`src/rtl/edo_pkg.sv`:
```
`timescale 1ns/1ps
package edo_pkg;

  typedef enum logic [2:0] {
    S_INIT = 3'd0,
    S_IDLE = 3'd1,
    S_ACT  = 3'd2,
    S_COL  = 3'd3,
    S_OPEN = 3'd4,
    S_PRE  = 3'd5,
    S_REFC = 3'd6,
    S_REFR = 3'd7
  } edo_state_e;

  // Round a time in ns up to whole clock cycles
  function automatic int unsigned ns2cyc(input int unsigned ns, input int unsigned clk_ps);
    return (ns * 1000 + clk_ps - 1) / clk_ps;
  endfunction

  function automatic int unsigned umax(input int unsigned a, input int unsigned b);
    return (a > b) ? a : b;
  endfunction

endpackage

```
`src/rtl/edo_ref_timer.sv`:
```
`timescale 1ns/1ps
module edo_ref_timer #(
  parameter int unsigned PERIOD   = 1953,
  parameter int unsigned WAIT_MAX = 16
) (
  input  logic clk,
  input  logic rst_n,
  input  logic run,
  input  logic ref_ack,
  output logic ref_pend
);
  localparam int unsigned CNT_W  = $clog2(PERIOD + 1);
  localparam int unsigned WAIT_W = $clog2(WAIT_MAX + 3);

  logic [CNT_W-1:0]  cnt_q, cnt_d;
  logic              pend_q, pend_d;
  logic [WAIT_W-1:0] wait_q, wait_d;
  logic              tick;

  assign tick = run && (cnt_q == '0);

  always_comb begin
    cnt_d = cnt_q;
    if (run) begin
      cnt_d = tick ? CNT_W'(PERIOD - 1) : cnt_q - 1'b1;
    end
    pend_d = pend_q;
    if (ref_ack) pend_d = 1'b0;
    if (tick)    pend_d = 1'b1;
    wait_d = '0;
    if (pend_q) wait_d = (wait_q == '1) ? wait_q : wait_q + 1'b1;
  end

  always_ff @(posedge clk or negedge rst_n) begin
    if (!rst_n) begin
      cnt_q  <= CNT_W'(PERIOD - 1);
      pend_q <= 1'b0;
      wait_q <= '0;
    end else begin
      cnt_q  <= cnt_d;
      pend_q <= pend_d;
      wait_q <= wait_d;
    end
  end

  assign ref_pend = pend_q;

  // a pending refresh is taken up within a bounded wait
  p_ref_wait_r8: assert property (@(posedge clk) disable iff (!rst_n)
    pend_q |-> (wait_q <= WAIT_W'(WAIT_MAX)));

endmodule

```
`src/rtl/edo_row_track.sv`:
```
`timescale 1ns/1ps
module edo_row_track #(
  parameter int unsigned ROW_W     = 12,
  parameter int unsigned AGE_MAX   = 1250,
  parameter int unsigned AGE_SLACK = 6
) (
  input  logic             clk,
  input  logic             rst_n,
  input  logic             open_en,
  input  logic [ROW_W-1:0] open_row,
  input  logic             close_en,
  input  logic [ROW_W-1:0] cmp_row,
  output logic             row_hit,
  output logic             age_expired
);
  localparam int unsigned AGE_W = $clog2(AGE_MAX + AGE_SLACK + 2);

  logic             valid_q, valid_d;
  logic [ROW_W-1:0] row_q;
  logic [AGE_W-1:0] age_q, age_d;

  always_comb begin
    valid_d = valid_q;
    age_d   = age_q;
    if (close_en) begin
      valid_d = 1'b0;
      age_d   = '0;
    end else if (open_en) begin
      valid_d = 1'b1;
      age_d   = '0;
    end else if (valid_q && (age_q != '1)) begin
      age_d = age_q + 1'b1;
    end
  end

  always_ff @(posedge clk or negedge rst_n) begin
    if (!rst_n) begin
      valid_q <= 1'b0;
      age_q   <= '0;
    end else begin
      valid_q <= valid_d;
      age_q   <= age_d;
    end
  end

  always_ff @(posedge clk or negedge rst_n) begin
    if (!rst_n)       row_q <= '0;
    else if (open_en) row_q <= open_row;
  end

  assign row_hit     = valid_q && (row_q == cmp_row);
  assign age_expired = valid_q && (age_q >= AGE_W'(AGE_MAX));

  // an open row never outlives its limit plus one column access
  p_ras_bound_r9: assert property (@(posedge clk) disable iff (!rst_n)
    valid_q |-> (age_q <= AGE_W'(AGE_MAX + AGE_SLACK)));

endmodule

```
`src/rtl/edo_access_fsm.sv`:
```
`timescale 1ns/1ps
module edo_access_fsm
  import edo_pkg::*;
#(
  parameter int unsigned ROW_W    = 12,
  parameter int unsigned COL_W    = 10,
  parameter int unsigned BUS_W    = 12,
  parameter int unsigned DQ_W     = 4,
  parameter int unsigned INIT_CYC = 25000,
  parameter int unsigned RCD_CYC  = 3,
  parameter int unsigned CAC_CYC  = 4,
  parameter int unsigned RP_CYC   = 4,
  parameter int unsigned REFL_CYC = 7
) (
  input  logic             clk,
  input  logic             rst_n,
  input  logic             req_valid,
  output logic             req_ready,
  input  logic             req_we,
  input  logic [ROW_W-1:0] req_row,
  input  logic [COL_W-1:0] req_col,
  input  logic [DQ_W-1:0]  req_wdata,
  output logic             rsp_valid,
  output logic [DQ_W-1:0]  rsp_rdata,
  input  logic             row_hit,
  input  logic             ras_expired,
  input  logic             ref_pend,
  output logic             ref_ack,
  output logic             trk_open,
  output logic [ROW_W-1:0] trk_row,
  output logic             trk_close,
  output logic             timer_run,
  output logic [BUS_W-1:0] dram_addr,
  output logic             ras_n,
  output logic             cas_n,
  output logic             we_n,
  output logic             oe_n,
  output logic [DQ_W-1:0]  dq_out,
  output logic             dq_oe,
  input  logic [DQ_W-1:0]  dq_in
);
  localparam int unsigned TMR_W = $clog2(INIT_CYC + RCD_CYC + CAC_CYC + RP_CYC + REFL_CYC + 2);

  edo_state_e       st_q, st_d;
  logic [TMR_W-1:0] tmr_q, tmr_d;
  logic             tmr_done;
  logic             pend_q, pend_d;
  logic             we_q;
  logic [ROW_W-1:0] row_q;
  logic [COL_W-1:0] col_q;
  logic [DQ_W-1:0]  wd_q;
  logic [DQ_W-1:0]  rd_q;
  logic             rd_en;
  logic             rv_q, rv_d;
  logic             accept;

  assign tmr_done  = (tmr_q == '0);
  assign req_ready = ((st_q == S_IDLE) || ((st_q == S_OPEN) && !ras_expired)) && !ref_pend;
  assign accept    = req_valid && req_ready;

  always_comb begin
    st_d      = st_q;
    tmr_d     = tmr_done ? tmr_q : tmr_q - 1'b1;
    pend_d    = pend_q | accept;
    rv_d      = 1'b0;
    rd_en     = 1'b0;
    trk_open  = 1'b0;
    trk_close = 1'b0;
    unique case (st_q)
      S_INIT: if (tmr_done) st_d = S_IDLE;
      S_IDLE: begin
        if (ref_pend) begin
          st_d  = S_REFC;
          tmr_d = '0;
        end else if (accept) begin
          st_d     = S_ACT;
          tmr_d    = TMR_W'(RCD_CYC - 1);
          trk_open = 1'b1;
        end
      end
      S_ACT: begin
        if (tmr_done) begin
          st_d  = S_COL;
          tmr_d = TMR_W'(CAC_CYC - 1);
        end
      end
      S_COL: begin
        if (tmr_done) begin
          st_d   = S_OPEN;
          pend_d = 1'b0;
          rd_en  = !we_q;
          rv_d   = !we_q;
        end
      end
      S_OPEN: begin
        if (ref_pend || ras_expired) begin
          st_d      = S_PRE;
          tmr_d     = TMR_W'(RP_CYC - 1);
          trk_close = 1'b1;
        end else if (accept) begin
          if (row_hit) begin
            st_d  = S_COL;
            tmr_d = TMR_W'(CAC_CYC - 1);
          end else begin
            st_d      = S_PRE;
            tmr_d     = TMR_W'(RP_CYC - 1);
            trk_close = 1'b1;
          end
        end
      end
      S_PRE: begin
        if (tmr_done) begin
          if (ref_pend) begin
            st_d  = S_REFC;
            tmr_d = '0;
          end else if (pend_q) begin
            st_d     = S_ACT;
            tmr_d    = TMR_W'(RCD_CYC - 1);
            trk_open = 1'b1;
          end else begin
            st_d = S_IDLE;
          end
        end
      end
      S_REFC: begin
        st_d  = S_REFR;
        tmr_d = TMR_W'(REFL_CYC - 1);
      end
      S_REFR: begin
        if (tmr_done) begin
          st_d  = S_PRE;
          tmr_d = TMR_W'(RP_CYC - 1);
        end
      end
      default: st_d = S_IDLE;
    endcase
  end

  always_ff @(posedge clk or negedge rst_n) begin
    if (!rst_n) begin
      st_q   <= S_INIT;
      tmr_q  <= TMR_W'(INIT_CYC - 1);
      pend_q <= 1'b0;
      rv_q   <= 1'b0;
    end else begin
      st_q   <= st_d;
      tmr_q  <= tmr_d;
      pend_q <= pend_d;
      rv_q   <= rv_d;
    end
  end

  // request latch, clock-enabled by the handshake
  always_ff @(posedge clk or negedge rst_n) begin
    if (!rst_n) begin
      we_q  <= 1'b0;
      row_q <= '0;
      col_q <= '0;
      wd_q  <= '0;
    end else if (accept) begin
      we_q  <= req_we;
      row_q <= req_row;
      col_q <= req_col;
      wd_q  <= req_wdata;
    end
  end

  // read capture, clock-enabled at the end of a read column access
  always_ff @(posedge clk or negedge rst_n) begin
    if (!rst_n)     rd_q <= '0;
    else if (rd_en) rd_q <= dq_in;
  end

  assign trk_row   = accept ? req_row : row_q;
  assign ref_ack   = (st_q == S_REFC);
  assign timer_run = (st_q != S_INIT);
  assign rsp_valid = rv_q;
  assign rsp_rdata = rd_q;

  always_comb begin
    ras_n     = !((st_q == S_ACT) || (st_q == S_COL) || (st_q == S_OPEN) || (st_q == S_REFR));
    cas_n     = !((st_q == S_COL) || (st_q == S_REFC) || (st_q == S_REFR));
    we_n      = !((st_q == S_COL) && we_q);
    oe_n      = !((st_q == S_COL) && !we_q);
    dq_oe     = (st_q == S_COL) && we_q;
    dq_out    = wd_q;
    dram_addr = '0;
    if (st_q == S_ACT)                          dram_addr = BUS_W'(row_q);
    else if ((st_q == S_COL) || (st_q == S_OPEN)) dram_addr = BUS_W'(col_q);
  end

  // data is driven only under an active write column strobe
  p_wr_drive_r3: assert property (@(posedge clk) disable iff (!rst_n)
    dq_oe |-> (!we_n && !cas_n && !ras_n && oe_n));

  // a response follows a read column access of the previous cycle
  p_rsp_read_r4: assert property (@(posedge clk) disable iff (!rst_n)
    rsp_valid |-> ($past(!cas_n) && $past(!oe_n) && $past(we_n)));

endmodule

```
`src/rtl/edo_page_ctrl.sv`:
```
`timescale 1ns/1ps
module edo_page_ctrl
  import edo_pkg::*;
#(
  parameter int unsigned CLK_PS        = 8000,
  parameter int unsigned ROW_W         = 12,
  parameter int unsigned COL_W         = 10,
  parameter int unsigned DQ_W          = 4,
  parameter int unsigned RAC_NS        = 50,
  parameter int unsigned CAC_NS        = 13,
  parameter int unsigned AA_NS         = 25,
  parameter int unsigned RC_NS         = 84,
  parameter int unsigned RP_NS         = 30,
  parameter int unsigned RAS_MIN_NS    = 50,
  parameter int unsigned RAS_MAX_NS    = 10000,
  parameter int unsigned REF_WINDOW_US = 64000,
  parameter int unsigned REF_ROWS      = 4096,
  parameter int unsigned INIT_NS       = 200000
) (
  input  logic                     clk,
  input  logic                     rst_n,
  input  logic                     req_valid,
  output logic                     req_ready,
  input  logic                     req_we,
  input  logic [ROW_W+COL_W-1:0]   req_addr,
  input  logic [DQ_W-1:0]          req_wdata,
  output logic                     rsp_valid,
  output logic [DQ_W-1:0]          rsp_rdata,
  output logic [((ROW_W > COL_W) ? ROW_W : COL_W)-1:0] dram_addr,
  output logic                     dram_ras_n,
  output logic                     dram_cas_n,
  output logic                     dram_we_n,
  output logic                     dram_oe_n,
  output logic [DQ_W-1:0]          dram_dq_out,
  output logic                     dram_dq_oe,
  input  logic [DQ_W-1:0]          dram_dq_in
);
  localparam int unsigned BUS_W    = (ROW_W > COL_W) ? ROW_W : COL_W;
  localparam int unsigned CAC_CYC  = umax(umax(ns2cyc(CAC_NS, CLK_PS), ns2cyc(AA_NS, CLK_PS)), 1);
  localparam int unsigned RAC_CYC  = ns2cyc(RAC_NS, CLK_PS);
  localparam int unsigned RCD_CYC  = (RAC_CYC > CAC_CYC + 1) ? RAC_CYC - CAC_CYC : 1;
  localparam int unsigned RC_CYC   = ns2cyc(RC_NS, CLK_PS);
  localparam int unsigned RP_MIN   = umax(ns2cyc(RP_NS, CLK_PS), 2);
  localparam int unsigned RP_CYC   = (RC_CYC > RCD_CYC + CAC_CYC + 1 + RP_MIN) ?
                                     RC_CYC - RCD_CYC - CAC_CYC - 1 : RP_MIN;
  localparam int unsigned REFL_CYC = umax(ns2cyc(RAS_MIN_NS, CLK_PS), 1);
  localparam int unsigned REF_CYC  = ((REF_WINDOW_US * 1000) / REF_ROWS) * 1000 / CLK_PS;
  localparam int unsigned RASX_CYC = ns2cyc(RAS_MAX_NS, CLK_PS);
  localparam int unsigned INIT_CYC = umax(ns2cyc(INIT_NS, CLK_PS), 1);
  localparam int unsigned WAIT_MAX = RCD_CYC + CAC_CYC + RP_CYC + 4;

  logic [1:0]       rst_sync_q;
  logic             rst_core_n;
  logic             row_hit, ras_expired, ref_pend, ref_ack;
  logic             trk_open, trk_close, timer_run;
  logic [ROW_W-1:0] trk_row;
  logic [ROW_W-1:0] req_row;
  logic [COL_W-1:0] req_col;

  // asynchronous assert, synchronous release
  always_ff @(posedge clk or negedge rst_n) begin
    if (!rst_n) rst_sync_q <= 2'b00;
    else        rst_sync_q <= {rst_sync_q[0], 1'b1};
  end
  assign rst_core_n = rst_sync_q[1];

  assign req_row = req_addr[ROW_W+COL_W-1:COL_W];
  assign req_col = req_addr[COL_W-1:0];

  edo_ref_timer #(
    .PERIOD   (REF_CYC),
    .WAIT_MAX (WAIT_MAX)
  ) u_ref (
    .clk      (clk),
    .rst_n    (rst_core_n),
    .run      (timer_run),
    .ref_ack  (ref_ack),
    .ref_pend (ref_pend)
  );

  edo_row_track #(
    .ROW_W     (ROW_W),
    .AGE_MAX   (RASX_CYC),
    .AGE_SLACK (CAC_CYC + 2)
  ) u_row (
    .clk         (clk),
    .rst_n       (rst_core_n),
    .open_en     (trk_open),
    .open_row    (trk_row),
    .close_en    (trk_close),
    .cmp_row     (req_row),
    .row_hit     (row_hit),
    .age_expired (ras_expired)
  );

  edo_access_fsm #(
    .ROW_W    (ROW_W),
    .COL_W    (COL_W),
    .BUS_W    (BUS_W),
    .DQ_W     (DQ_W),
    .INIT_CYC (INIT_CYC),
    .RCD_CYC  (RCD_CYC),
    .CAC_CYC  (CAC_CYC),
    .RP_CYC   (RP_CYC),
    .REFL_CYC (REFL_CYC)
  ) u_fsm (
    .clk         (clk),
    .rst_n       (rst_core_n),
    .req_valid   (req_valid),
    .req_ready   (req_ready),
    .req_we      (req_we),
    .req_row     (req_row),
    .req_col     (req_col),
    .req_wdata   (req_wdata),
    .rsp_valid   (rsp_valid),
    .rsp_rdata   (rsp_rdata),
    .row_hit     (row_hit),
    .ras_expired (ras_expired),
    .ref_pend    (ref_pend),
    .ref_ack     (ref_ack),
    .trk_open    (trk_open),
    .trk_row     (trk_row),
    .trk_close   (trk_close),
    .timer_run   (timer_run),
    .dram_addr   (dram_addr),
    .ras_n       (dram_ras_n),
    .cas_n       (dram_cas_n),
    .we_n        (dram_we_n),
    .oe_n        (dram_oe_n),
    .dq_out      (dram_dq_out),
    .dq_oe       (dram_dq_oe),
    .dq_in       (dram_dq_in)
  );

  // precharge counter used by the assertions below
  logic [7:0] hi_cnt_q, hi_cnt_d;
  always_comb begin
    hi_cnt_d = '0;
    if (dram_ras_n) hi_cnt_d = (hi_cnt_q == '1) ? hi_cnt_q : hi_cnt_q + 1'b1;
  end
  always_ff @(posedge clk or negedge rst_core_n) begin
    if (!rst_core_n) hi_cnt_q <= '0;
    else             hi_cnt_q <= hi_cnt_d;
  end

  // the row strobe falls only after a full precharge
  p_precharge_r6: assert property (@(posedge clk) disable iff (!rst_core_n)
    $fell(dram_ras_n) |-> (hi_cnt_q >= 8'(RP_CYC)));

  // a refresh row strobe fall follows a column strobe already low
  p_cbr_order_r7: assert property (@(posedge clk) disable iff (!rst_core_n)
    ($fell(dram_ras_n) && !dram_cas_n) |-> $past(!dram_cas_n));

  // nothing is accepted and no strobe is active during power-up wait
  p_init_quiet_r1: assert property (@(posedge clk) disable iff (!rst_core_n)
    (u_fsm.st_q == S_INIT) |-> (dram_ras_n && dram_cas_n && !req_ready));

endmodule

```
`config.mk`:
```
export PLATFORM = sky130hd
export DESIGN_NAME = edo_page_ctrl
export DESIGN_NICKNAME = d
export VERILOG_FILES = /design/src/rtl/edo_pkg.sv /design/src/rtl/edo_ref_timer.sv /design/src/rtl/edo_row_track.sv /design/src/rtl/edo_access_fsm.sv /design/src/rtl/edo_page_ctrl.sv
export SDC_FILE = /design/constraint.sdc
export NUM_CORES = 1
export LEC_CHECK = 0
export ABC_AREA = 1
export BUFFER_PORTS_ARGS = -buffer_cell sky130_fd_sc_hd__buf_2
export CORE_MARGIN = 10
export CORE_UTILIZATION = 53
export CTS_CLUSTER_DIAMETER = 200
export DETAILED_ROUTE_END_ITERATION = 7
export PLACE_DENSITY = 0.77
export SYNTH_ARGS = -nofsm -noshare
export SYNTH_HDL_FRONTEND = slang
export SYNTH_SLANG_ARGS = --single-unit
```
`constraint.sdc`:
```
create_clock -name clk -period 2.4 [get_ports clk]
set_input_delay 0.48 -clock clk [delete_from_list [all_inputs] [get_ports clk]]
set_output_delay 0.48 -clock clk [all_outputs]
set_load 0.1 [all_outputs]
```
==> impl_metrics.env <==
export IMPL_drcViolationCount=0
export IMPL_synthesis_nets=662
export IMPL_nets=733
export IMPL_irDropWorstVdd_mv=0.249
export IMPL_dieArea_um2=13800
export IMPL_slew_violations=0
export IMPL_fmax_mhz=403
export IMPL_ys_seq_area_share_pct=44.6
export IMPL_grt_use_total_pct=17.2
export IMPL_syn2layout_area_growth_pct=19.1
export IMPL_maxSlewHeadroom_pct=65.0
export IMPL_path_max_fanout=13
export IMPL_overflow=0
export IMPL_numCtsBuffers=9
export IMPL_timing_hold_ws_ns=0.304
export IMPL_grt_pass1_vias=4349
export IMPL_drive_above_1_share_pct=27.2
export IMPL_grt_max_degree=40
export IMPL_syn_inst=623
export IMPL_setup_tns_ns=-0.359
export IMPL_worstPathCellList="inv_1 > nand2_2 > nor2_2 > clkinvlp_4 > buf_12 > nor2_1 > buf_12"
export IMPL_hold_violations=0
export IMPL_use_met3_pct=4.80
export IMPL_syn_avg_cell_area_um2=8.07
export IMPL_grt_busiest_layer="met2"
export IMPL_fin_crit_sh_pct=103
export IMPL_routed_via_count=4277
export IMPL_grt_antenna_before_repair=0
export IMPL_place_hpwl_um=8780
export IMPL_htreeDepth=3
export IMPL_start_kind="flop"
export IMPL_diodes=0
export IMPL_final_setup_skew_ns=0.0107
export IMPL_ios=61
export IMPL_final_util_pct=64.8
export IMPL_grt_use_met2_pct=29.4
export IMPL_cp_common_cell="buf_12"
export IMPL_via_per_inst=5.17
export IMPL_start_util_pct=54.4
export IMPL_slowest_stage="dfrtp_2"
export IMPL_synth_cell_type_count=46
export IMPL_port_buffers=60
export IMPL_reg2reg_slack_ns=0.21
export IMPL_insertion_delay_ns=0.37
export IMPL_tightest_slew_ns=0.525
export IMPL_fin_crit_ns=2.48
export IMPL_slowest_delay_ns=0.49
export IMPL_critPathArrivalTime_ns=2.00
export IMPL_dr_first_iter_drc_count=251
export IMPL_finalSetupViolCount=9
export IMPL_status="finished, violations left"
export IMPL_grt_first_pass_wirelength_um=20300
export IMPL_ys_seq_elements=89
export IMPL_rsz0062_at_grt="true"
export IMPL_wl_per_cell_um=14.4
export IMPL_clk_path_buf_depth=2
export IMPL_finalWirelength_um=11900
export IMPL_end_kind="output port"
export IMPL_hp_start="dram_dq_in[3]"
export IMPL_p_leak_nw=2.77
export IMPL_coreArea_um2=9240
export IMPL_critical_path_startpoint="u_fsm.st_q[0]"
export IMPL_drtPass1Iterations=5
export IMPL_failed_checks="negative setup slack"
export IMPL_power_mw=2.56
export IMPL_die_w_um=117
export IMPL_drv_cap=0
export IMPL_dp_cells=804
export IMPL_rr_worst_depth=13
export IMPL_netlist_area_um2=5030
export IMPL_gp_congestion=0.975
export IMPL_final_common_cell="nand2_1"
export IMPL_finish_instance_area_um2=5990
export IMPL_pre_cts_ws_ns=0.190
export IMPL_setup_slack_ns=-0.0809
export IMPL_yosys_warnings=0
export IMPL_met1_usage_pct=20.2
export IMPL_rows=35
export IMPL_rr_endpoint="u_fsm.tmr_q[0]"
export IMPL_power_density_nw_per_um2=427
export IMPL_criticalPathCategory="reg2out"
export IMPL_hp_class="in2reg"
export IMPL_timing_rr_start="u_fsm.tmr_q[0]"
export IMPL_final_cell_mix="121 x nand2_1, 76 x inv_1, 72 x dfrtp_1"
export IMPL_drtAntennaViolNets=0
export IMPL_die_h_um=117
export IMPL_stdcell_count=828
export IMPL_placed_area_um2=5660
export IMPL_cts_clk_slew_worst_paths_ns=0.09
export IMPL_cp_required_ns=1.92
export IMPL_cts_sinks=89
export IMPL_hold_depth=3
export IMPL_cts_tree="done"
export IMPL_hold_end="u_fsm.rsp_rdata[3]"
export IMPL_clock_root_buffer="clkbuf_8"
[how the worst max path moves through the flow]
stage | endpoint | slack (ns) | cells past startpoint
6_report | dram_addr[11] | -0.08 | 7
5_1_grt | dram_addr[8] | -0.14 | 7
4_1_cts | dram_addr[4] | -0.01 | 6
3_5_place_dp | dram_addr[5] | 0.19 | 6
3_3_place_gp | dram_we_n | 0.25 | 6
2_1_floorplan | dram_addr[2] | -0.43 | 7
[sequential cells by signal (all words and copies together), names as in the netlist]
| register | count |
|---|---|
| u_fsm.dq_out | 4 |
| rst_sync_q | 2 |
| u_ref.cnt_q | 11 |
| u_fsm.pend_q | 1 |
| u_fsm.tmr_q | 15 |
| u_ref.ref_pend | 1 |
| u_fsm.rsp_valid | 1 |
| u_row.valid_q | 1 |
| u_fsm.we_q | 1 |
| u_row.row_q | 12 |
| u_fsm.col_q | 10 |
| u_fsm.rsp_rdata | 4 |
| u_fsm.st_q | 3 |
| u_row.age_q | 11 |
| u_fsm.row_q | 12 |
[worst max-delay path, delay by kind of cell (launching register included)]
family | cells | cell delay (ns)
buf+inv | 4 | 0.63
flops | 1 | 0.49
simple gates | 3 | 0.50
[power breakdown]
part / internal, mW / total (mW) / switching, mW
logic: 0.0333 / 0.0806 / 0.0473
clock network: 0.410 / 0.961 / 0.551
registers: 1.50 / 1.51 / 0.0130
total: 1.94 / 2.56 / 0.611
[metal layers]
metal  up-vias  wire length, um  share of wire (%)
met5         -                0                  0
met1      2035             4950                 42
met2       110             6020                 50
li1       2111                -                  -
met4         0              216                1.8
met3        21              741                6.2
[logic make-up (layout without fill, tap and decap cells)]
kind of cell / count (synthesis) / after routing / share of synthesized area (%)
XOR/XNOR: 22 / 22 / 3.83
flip-flops: 89 / 89 / 44.6
AO/OA/AOI/OAI: 80 / 80 / 8.79
adder cells (fa/ha/maj): 5 / 5 / 1.24
multiplexers: 1 / 1 / 0.199
AND/OR/NAND/NOR: 323 / 323 / 32.2
other: 1 / 1 / 0.0746
buffers and inverters: 102 / 178 / 9.06
[Yosys cell counts (all sizes together)]
library cell	n	area, um2
a21boi	1	7.51
a21oi	11	58.8
a22oi	1	7.51
a31o	1	8.76
a31oi	1	6.26
and2	13	81.3
buf	15	126
clkbuf	3	11.3
clkinv	2	10.0
conb	1	3.75
dfrtp	76	1900
dfstp	13	342
ha	5	62.6
inv	82	308
mux2i	1	10.0
nand2	138	581
nand3	56	310
nand3b	5	37.5
nand4	7	77.6
nor2	91	434
nor3	11	82.6
o211ai	3	22.5
o21a	1	7.51
o21ai	56	284
o22ai	1	6.26
o311ai	1	8.76
o31ai	2	15.0
o41ai	1	8.76
or2	2	12.5
xnor2	4	35.0
xor2	18	158
[layout make-up]
| cell class | count | area, um2 |
|---|---|---|
| repair buffers | 78 | 676 |
| multi-input cells | 432 | 2400 |
| clock inverters | 5 | 41.3 |
| well taps | 129 | 161 |
| clock buffers | 11 | 141 |
| fillers | 780 | 3250 |
| inverters | 84 | 322 |
| flip-flops and latches | 89 | 2250 |
[timing repair]
action                                 in CTS  in global routing
pin swaps                                   0                  5
endpoints found under the hold margin       2                  0
hold buffers                                1                  0
setup buffers                               0                  7
gates resized for setup                     5                 19
setup endpoints to repair                  16                 16
(Power assumes the default switching activity.)
